===== config.mk =====
export PLATFORM = sky130hd
export DESIGN_NAME = hash_msg_inbuf
export DESIGN_NICKNAME = d
export VERILOG_FILES = /design/src/rtl/hash_msg_inbuf.sv
export SDC_FILE = /design/constraint.sdc
export NUM_CORES = 1
export LEC_CHECK = 0
export BUFFER_PORTS_ARGS = -buffer_cell sky130_fd_sc_hd__buf_2
export CORE_AREA = 5 5 202 204
export CTS_BUF_LIST = sky130_fd_sc_hd__clkbuf_4 sky130_fd_sc_hd__clkbuf_8
export DETAILED_ROUTE_END_ITERATION = 8
export DIE_AREA = 0 0 207 209
export GPL_TIMING_DRIVEN = 0
export PLACE_DENSITY = 0.84
export SETUP_SLACK_MARGIN = 0.1
export SLEW_MARGIN = 30
export SYNTH_ARGS = -nofsm -noshare
export SYNTH_HDL_FRONTEND = slang
export SYNTH_SLANG_ARGS = --single-unit

===== constraint.sdc =====
create_clock -name clk -period 8.6 [get_ports clk]
set_input_delay 0.86 -clock clk [delete_from_list [all_inputs] [get_ports clk]]
set_output_delay 0.86 -clock clk [all_outputs]
set_load 0.005 [all_outputs]

===== src/rtl/hash_msg_inbuf.sv =====
module hash_msg_inbuf #(
  parameter int DEPTH = 16
) (
  input  logic                        clk,
  input  logic                        rst_n,
  input  logic                        flush,
  input  logic                        wr_en,
  input  logic                        dma_ack,
  input  logic [31:0]                 wr_data,
  input  logic                        core_pop,
  output logic [31:0]                 core_word,
  output logic                        blk_ready,
  output logic                        dma_req,
  output logic                        buf_full,
  output logic                        irq,
  output logic                        overrun,
  output logic [$clog2(DEPTH+2)-1:0]  word_count
);
  localparam int AW = $clog2(DEPTH);
  localparam int CW = $clog2(DEPTH + 2);

  logic [31:0]   mem [DEPTH];
  logic [AW-1:0] rd_ptr, wr_ptr;
  logic [CW-1:0] fcnt, fcnt_nx;
  logic [31:0]   hold_d, head;
  logic          hold_v, ovr, blk_q;

  wire wr   = wr_en | dma_ack;
  wire take = wr && !buf_full;
  wire push = take && hold_v;
  wire pop  = core_pop && (fcnt != '0);

  assign buf_full   = hold_v && (fcnt == CW'(DEPTH));
  assign dma_req    = !buf_full;
  assign word_count = fcnt + CW'(hold_v);
  assign overrun    = ovr;
  assign blk_ready  = blk_q;
  assign irq        = (fcnt == CW'(DEPTH)) || ovr;
  assign head       = mem[rd_ptr];
  assign core_word  = {head[7:0], head[15:8], head[23:16], head[31:24]};

  always_comb fcnt_nx = fcnt + CW'(push) - CW'(pop);

  always_ff @(posedge clk) begin
    if (push) mem[wr_ptr] <= hold_d;
  end

  always_ff @(posedge clk or negedge rst_n) begin
    if (!rst_n) begin
      rd_ptr <= '0;
      wr_ptr <= '0;
      fcnt   <= '0;
      hold_v <= 1'b0;
      hold_d <= '0;
      ovr    <= 1'b0;
      blk_q  <= 1'b0;
    end else if (flush) begin
      rd_ptr <= '0;
      wr_ptr <= '0;
      fcnt   <= '0;
      hold_v <= 1'b0;
      ovr    <= 1'b0;
      blk_q  <= 1'b0;
    end else begin
      if (push) wr_ptr <= (wr_ptr == AW'(DEPTH - 1)) ? '0 : wr_ptr + 1'b1;
      if (pop)  rd_ptr <= (rd_ptr == AW'(DEPTH - 1)) ? '0 : rd_ptr + 1'b1;
      if (take) begin
        hold_d <= wr_data;
        hold_v <= 1'b1;
      end
      if (wr && buf_full) ovr <= 1'b1;
      fcnt  <= fcnt_nx;
      blk_q <= (fcnt_nx == CW'(DEPTH)) && (fcnt != CW'(DEPTH));
    end
  end
endmodule


==> metrics.cfg, run 1 <==
[grt]
first_global_vias = 12251
grt_pass1_wl_um = 74300
grtUsageTotal_pct = 22.7
antenna_found_initial = 0
gr-total-overflow = 0
grt_max_degree = 49

[setup_path]
slowest_delay_ps = 590
cp-start-kind = register
critPathMaxFanout = 5
critPathRequiredTime_ps = 9120
slowest_stage = o21ai_0
arrival_ps = 4470
cp_cell_sequence = inv_1 -> ha_1 -> or3b_2 -> o21ai_0 -> inv_1 -> ha_1 -> inv_1 -> ha_1 -> fa_1 -> a21oi_1 -> o21bai_1 -> xnor2_1 -> nor4b_1
reg2reg_setup_slack_ps = 4650
crit_path_end_kind = register
crit_type = register to register

[cts]
cts_tree = yes
cts_resized = 0
cts.sinks = 560
clk_latency_ps = 630
hold_buffers = 0
postCtsSetupRepairBufs = 0
cts_buffers = 84
cts_max_path_buffers = 3
clk_pin_slew_worst_paths_ps = 70
root_buffer = clkbuf_8
cts_max_level = 3

[die]
placementRows = 73
die_x_um = 207
start_util_pct = 55.9
core_um2 = 39100
ios = 80
die_h_um = 209
dieArea_um2 = 43300

[logic_synthesis]
ys_types = 42
synth-seq-cells = 560
yosys-top-cells-area = edfxtp_1 (70%), mux4_2 (6.6%), mux2i_1 (5.9%), dfrtp_1 (5.5%), a221oi_1 (2.6%)
yosysTopAreaCell = edfxtp_1
synth.avg_cell_area_um2 = 19.4
syn_inst = 1126
syn-num-nets = 1180
yosys_warnings = 0
netlist.area_leader.share_pct = 70.3
synth_seq_area_share_pct = 75.8
synth.cell_area_um2 = 21900

[route]
vias = 11870
drc = 0
wl_per_cell_um = 25.8
drtIter0Drc = 1370
viasPerCell = 6.19
first_pass_iters = 7
wirelength_um = 49600
ant_nets = 0

[power]
powerDensity_nw_per_um2 = 259
ir_drop_mv = 0.181
power_mw = 6.55
power_leakage_nw = 8.41

[sta]
finalWorstSetupSlack_ps = 4650
relSlewSlack_pct = 33.4
whs_ps = 310
maxSlewViolCount = 0
worst_pin_slew_ps = 999
period_share_pct = 45.9
fmax_ghz = 0.253
clock_skew_ps = 25.1
fin_setup_tns_ps = 0
period_minus_slack_ps = 3950
hold_viol_final = 0
report.final.setup_viol = 0
rsz0062_at_grt = false

[layout]
final_common_cell = edfxtp_1
mostFrequentLayoutCells = edfxtp_1 (512), mux2i_1 (128), clkbuf_8 (98)
num_antenna_cells = 0
drive_above_1_share_pct = 29.5
final_util_pct = 64.6
syn2layout_area_growth_pct = 15.6
fin_nets = 1377
design_area_um2 = 25300
stdcell_count = 1918

[placement]
port_buffers = 78
place_hpwl_um = 32200
dpl_cell_area_um2 = 23500
dpl.cell_count = 1762
routabilityCongestion = 0.782
place_ws_ps = 4740

[worst_hold_path]
hp-class = primary input to async pin

[status]
status = complete, no violations

[job]
drv_cap = 0

==> where the power goes <==
part	total, mW	switching (mW)	internal, mW
registers	3.36	0.166	3.19
clock network	2.20	0.971	1.23
logic	0.987	0.515	0.473
==> synth_stat cells (all sizes together) <==
master / number
and4bb: 1
mux4: 64
nand3: 3
ha: 15
clkbuf: 32
xnor2: 6
buf: 31
or3b: 2
inv: 12
nand2b: 2
and2: 2
a21o: 2
fa: 1
nor3: 8
nor2b: 2
a22oi: 32
edfxtp: 512
o21bai: 1
mux2i: 128
or4: 1
mux2: 32
o211ai: 1
and2b: 2
nand2: 49
nor2: 21
a221oi: 64
or4bb: 1
dfrtp: 48
a31oi: 2
o21ai: 36
nor4b: 1
a21oi: 9
xor2: 3
==> critical path: cells and delay by family (launching register included) <==
kind / cells / cell delay (ps)
XOR/XNOR: 1 / 160
AO/OA/AOI/OAI: 3 / 810
buffers and inverters: 3 / 440
flip-flops: 1 / 460
adder cells (fa/ha/maj): 4 / 1190
AND/OR/NAND/NOR: 2 / 760
==> path summary, 6_finish.rpt <==
kind / depth (start not counted) / from / end
max in group asynchronous: 1 / rst_n / hold_d[5]
worst max register to register: 13 / fcnt[2] / blk_ready
worst min register to register: 2 / overrun / overrun
worst max-delay path: 13 / fcnt[2] / blk_ready
min in group clk: 2 / wr_data[26] / hold_d[26]
worst min-delay path: 1 / rst_n / hold_d[15]
==> metal layers <==
| metal | wire length, um | track usage [%] |
|---|---|---|
| met1 | 19300 | 31.1 |
| met2 | 24500 | 37.0 |
| met3 | 4660 | 5.24 |
| met4 | 1100 | 6.93 |
| met5 | 0 | 0 |
==> kinds of logic after synthesis <==
family / count (synthesis) / synth area share, %
flip-flops: 560 / 75.8
multiplexers: 224 / 14.1
AO/OA/AOI/OAI: 147 / 4.89
AND/OR/NAND/NOR: 95 / 2.08
buffers and inverters: 75 / 1.79
adder cells (fa/ha/maj): 16 / 0.950
XOR/XNOR: 9 / 0.361
==> sequential cells by signal, indices dropped and copies added (netlist names) <==
| name | flops |
|---|---|
| overrun | 1 |
| wr_ptr | 4 |
| fcnt | 5 |
| hold_v | 1 |
| rd_ptr | 4 |
| mem | 512 |
| blk_ready | 1 |
| hold_d | 32 |
==> cell type report <==
type,count,area [um2]
inverters,12,45.0
plain buffers,63,347
fillers,2575,13800
multi-input cells,491,5000
well taps,525,657
clock buffers,142,1680
flip-flops and latches,560,16600
repair buffers,111,881
clock inverters,14,76.3
(Power assumes the default switching activity.)
==> run 2: changes to the inputs <==
- PLACE_DENSITY: 0.84 -> 0.87
- clock period: 8.6 -> 3.4 ns (I/O delays scaled with it)
==> run 2 against run 1 <==
  * First-iteration DRC count increased by 13%
  * Combinational power increased to 2.7 times the previous value
  * Non-clock buffer count increased by 33
  * Sequential share of layout area decreased by 1.8 points
  * Clock skew about the same
  * Hold slack got worse by 220 ps
  * Critical path type is now register to output pin
  * Routed wire length increased by 6.3%
  * Clock power increased by 150%
==> metrics.cfg, run 2 (synthesized netlist as in run 1, its figures left out) <==
[status]
status = complete, no violations  ; unchanged

[placement]
place_ws_ps = -436  ; was 4740 ps
port_buffers = 78  ; unchanged
routabilityCongestion = 0.834  ; was 0.782
place_hpwl_um = 32400  ; was 32200 um

[layout]
syn2layout_area_growth_pct = 18.8  ; was 15.6%
num_antenna_cells = 0  ; unchanged
fillers = 2390  ; was 2575
final_util_pct = 66.4  ; was 64.6%
largest_reg_flops = 512  ; unchanged
fin_nets = 1410  ; was 1377
final_common_cell = edfxtp_1  ; unchanged
mostFrequentLayoutCells = edfxtp_1 (512), mux2i_1 (128), clkbuf_8 (91)  ; was edfxtp_1 (512), mux2i_1 (128), clkbuf_8 (98)
drive_above_1_share_pct = 32.1  ; was 29.5%
multiInputGateArea_um2 = 5240  ; was 5000 um2
reg_top3 = mem x512, hold_d x32, fcnt x5  ; unchanged
seqCellArea_um2 = 16600  ; about the same
top_register = mem  ; unchanged

[grt]
grt_pass1_wl_um = 78100  ; was 74300 um
grtUsageTotal_pct = 23.8  ; was 22.7%
grt_max_degree = 49  ; unchanged
antenna_found_initial = 0  ; unchanged
gr-total-overflow = 0  ; unchanged
first_global_vias = 12783  ; was 12.3k

[power]
power.switching_mw = 4.29  ; was 1.65 mW
p_seq_share_pct = 51.2  ; was 51.3%
p_sw_share_pct = 25.8  ; was 25.2%
ir_drop_mv = 0.395  ; was 0.181 mV
pwr-share-clk_pct = 32.9  ; was 33.6%
combPwrFrac_pct = 15.9  ; was 15.1%
powerDensity_nw_per_um2 = 640  ; was 259 nW/um2
power_leakage_nw = 8.71  ; was 8.41 nW
p_int_mw = 12.3  ; was 4.89 mW

[route]
wl_per_cell_um = 27.1  ; was 25.8 um
drtIter0Drc = 1550  ; was 1370
ant_nets = 0  ; unchanged
first_pass_iters = 5  ; was 7
wirelength_um = 52700  ; was 49600 um
vias = 12228  ; was 11.9k
viasPerCell = 6.28  ; was 6.19
drc = 0  ; unchanged

[sta]
fmax_ghz = 0.294
period_share_pct = 99.9
clock_skew_ps = 25.1  ; about the same
fin_setup_tns_ps = 0  ; unchanged
finalWorstSetupSlack_ps = 2.96  ; was 4650 ps
hold_viol_final = 0  ; unchanged
report.final.setup_viol = 0  ; unchanged
maxSlewViolCount = 0  ; unchanged
rsz0062_at_grt = true  ; was false
period_minus_slack_ps = 3400
worst_pin_slew_ps = 828  ; was 999 ps
relSlewSlack_pct = 44.8  ; was 33.4%

[worst_hold_path]
hp-class = primary input to register  ; was primary input to async pin
hold_start = wr_en
hold_path_end = overrun
whs_path_depth = 3

[cts]
root_buffer = clkbuf_8  ; unchanged
cts_max_path_buffers = 3  ; unchanged
clk_pin_slew_worst_paths_ps = 70  ; about the same
cts_buffers = 84  ; unchanged
cts_max_level = 3  ; unchanged
cts_tree = yes  ; unchanged
cts.sinks = 560  ; unchanged
clk_latency_ps = 630  ; about the same

[setup_path]
path_common_cell = buf_2
slowest_stage = a221oi_1  ; was o21ai_0
cp_cell_sequence = buf_2 -> and2_1 -> clkbuf_1 -> buf_2 -> a221oi_1 -> o21ai_0 -> nand2_1 -> buf_2  ; was inv_1 -> ha_1 -> or3b_2 -> o21ai_0 -> inv_1 -> ha_1 -> inv_1 -> ha_1 -> fa_1 -> a21oi_1 -> o21bai_1 -> xnor2_1 -> nor4b_1
critPathRequiredTime_ps = 3060  ; was 9120 ps
reg2reg_setup_slack_ps = 200  ; was 4650 ps
slowest_delay_ps = 500  ; was 590 ps
cpLargestDelayFamily = buffers and inverters  ; was adder cells
cp-start-kind = register  ; unchanged
r2r_cells = 13  ; unchanged
arrival_ps = 3060  ; was 4470 ps
crit_buf_inv = 4  ; was 3
crit_path_end_kind = output pin  ; was register
r2r_end = blk_ready  ; unchanged
critPathMaxFanout = 10  ; was 5
r2r_start = fcnt[2]  ; unchanged
crit_type = register to output pin  ; was register to register

[job]
drv_cap = 0  ; unchanged

[die]
placementRows = 73  ; unchanged
dieArea_um2 = 43300  ; unchanged
core_um2 = 39100  ; unchanged
die_h_um = 209  ; unchanged
die_x_um = 207  ; unchanged
ios = 80  ; unchanged
start_util_pct = 55.9  ; unchanged

-- run 2: cell types whose count changed in the layout (fill, tap and decap cells not counted), sizes merged --
cell         before  now
inv              14   12
dlygate4sd3       0   35
bufinv            0    1
buf             142  139
clkinv           10   14
clkbuf          174  167
-- run 2: area by class of cell --
type | count | share of cell area, %
Sequential cell | 560 | 63.8
Multi-Input combinational cell | 491 | 20.2
Clock buffer | 134 | 6.06
Timing Repair Buffer | 145 | 5.39
Tap cell | 525 | 2.53
Buffer | 62 | 1.44
Clock inverter | 17 | 0.400
Inverter | 12 | 0.173
-- run 2: worst max-delay path by stage --
stage | start | endpoint | slack [ps] | cells after the start
finish | rd_ptr[1] | core_word[15] | 3 | 8
global placement | fcnt[2] | mem[11][12] | -1530 | 6
floorplan | fcnt[2] | mem[15][0] | 90 | 6
global route | rd_ptr[1] | core_word[15] | -50 | 8
detailed placement | fcnt[2] | blk_ready | -440 | 13
CTS | fcnt[2] | blk_ready | 70 | 13
-- run 2: repair_timing --
item                                    4_1_cts  5_1_grt
resized for setup                            21       49
setup buffers                                 0        1
hold endpoints to repair                     81        0
hold buffers                                 35        0
endpoints found under the setup margin       37       32
pin swaps                                     0        1
-- run 2: worst min-delay path: cells and delay by family --
family                 cells  cell delay (ps)
buffers and inverters      1              120
AO/OA/AOI/OAI              2              210
-- run 2: stage by stage --
step	instances	instance area (um2)	total power, mW	hold slack, ps
global route	1946	26000	17.3	95.1
global placement	1729	22900	10.9	523
floorplan	1126	21900	10.2	44.4
detailed placement	1760	23700	11.1	469
CTS	1946	25800	16.6	57.0
finish	1946	26000	16.6	94.3
-- run 2: power groups by stage --
| stage | registers, mW | clock network (mW) | logic (mW) |
|---|---|---|---|
| 6_report | 8.51 | 5.47 | 2.64 |
| 5_1_grt | 8.56 | 5.85 | 2.84 |
| 4_1_cts | 8.50 | 5.51 | 2.58 |
| 3_5_place_dp | 8.63 | 0 | 2.49 |
| 3_3_place_gp | 8.58 | 0 | 2.36 |
| 2_1_floorplan | 8.47 | 0 | 1.72 |
-- run 2: routing by layer --
layer  up-vias  track usage (%)  share of wire [%]
met5         -                0                  0
met4         0             8.19                3.2
met3       132             6.22                 10
met2       776             39.1                 50
met1      6243             31.3                 36
li1       5077                -                  -
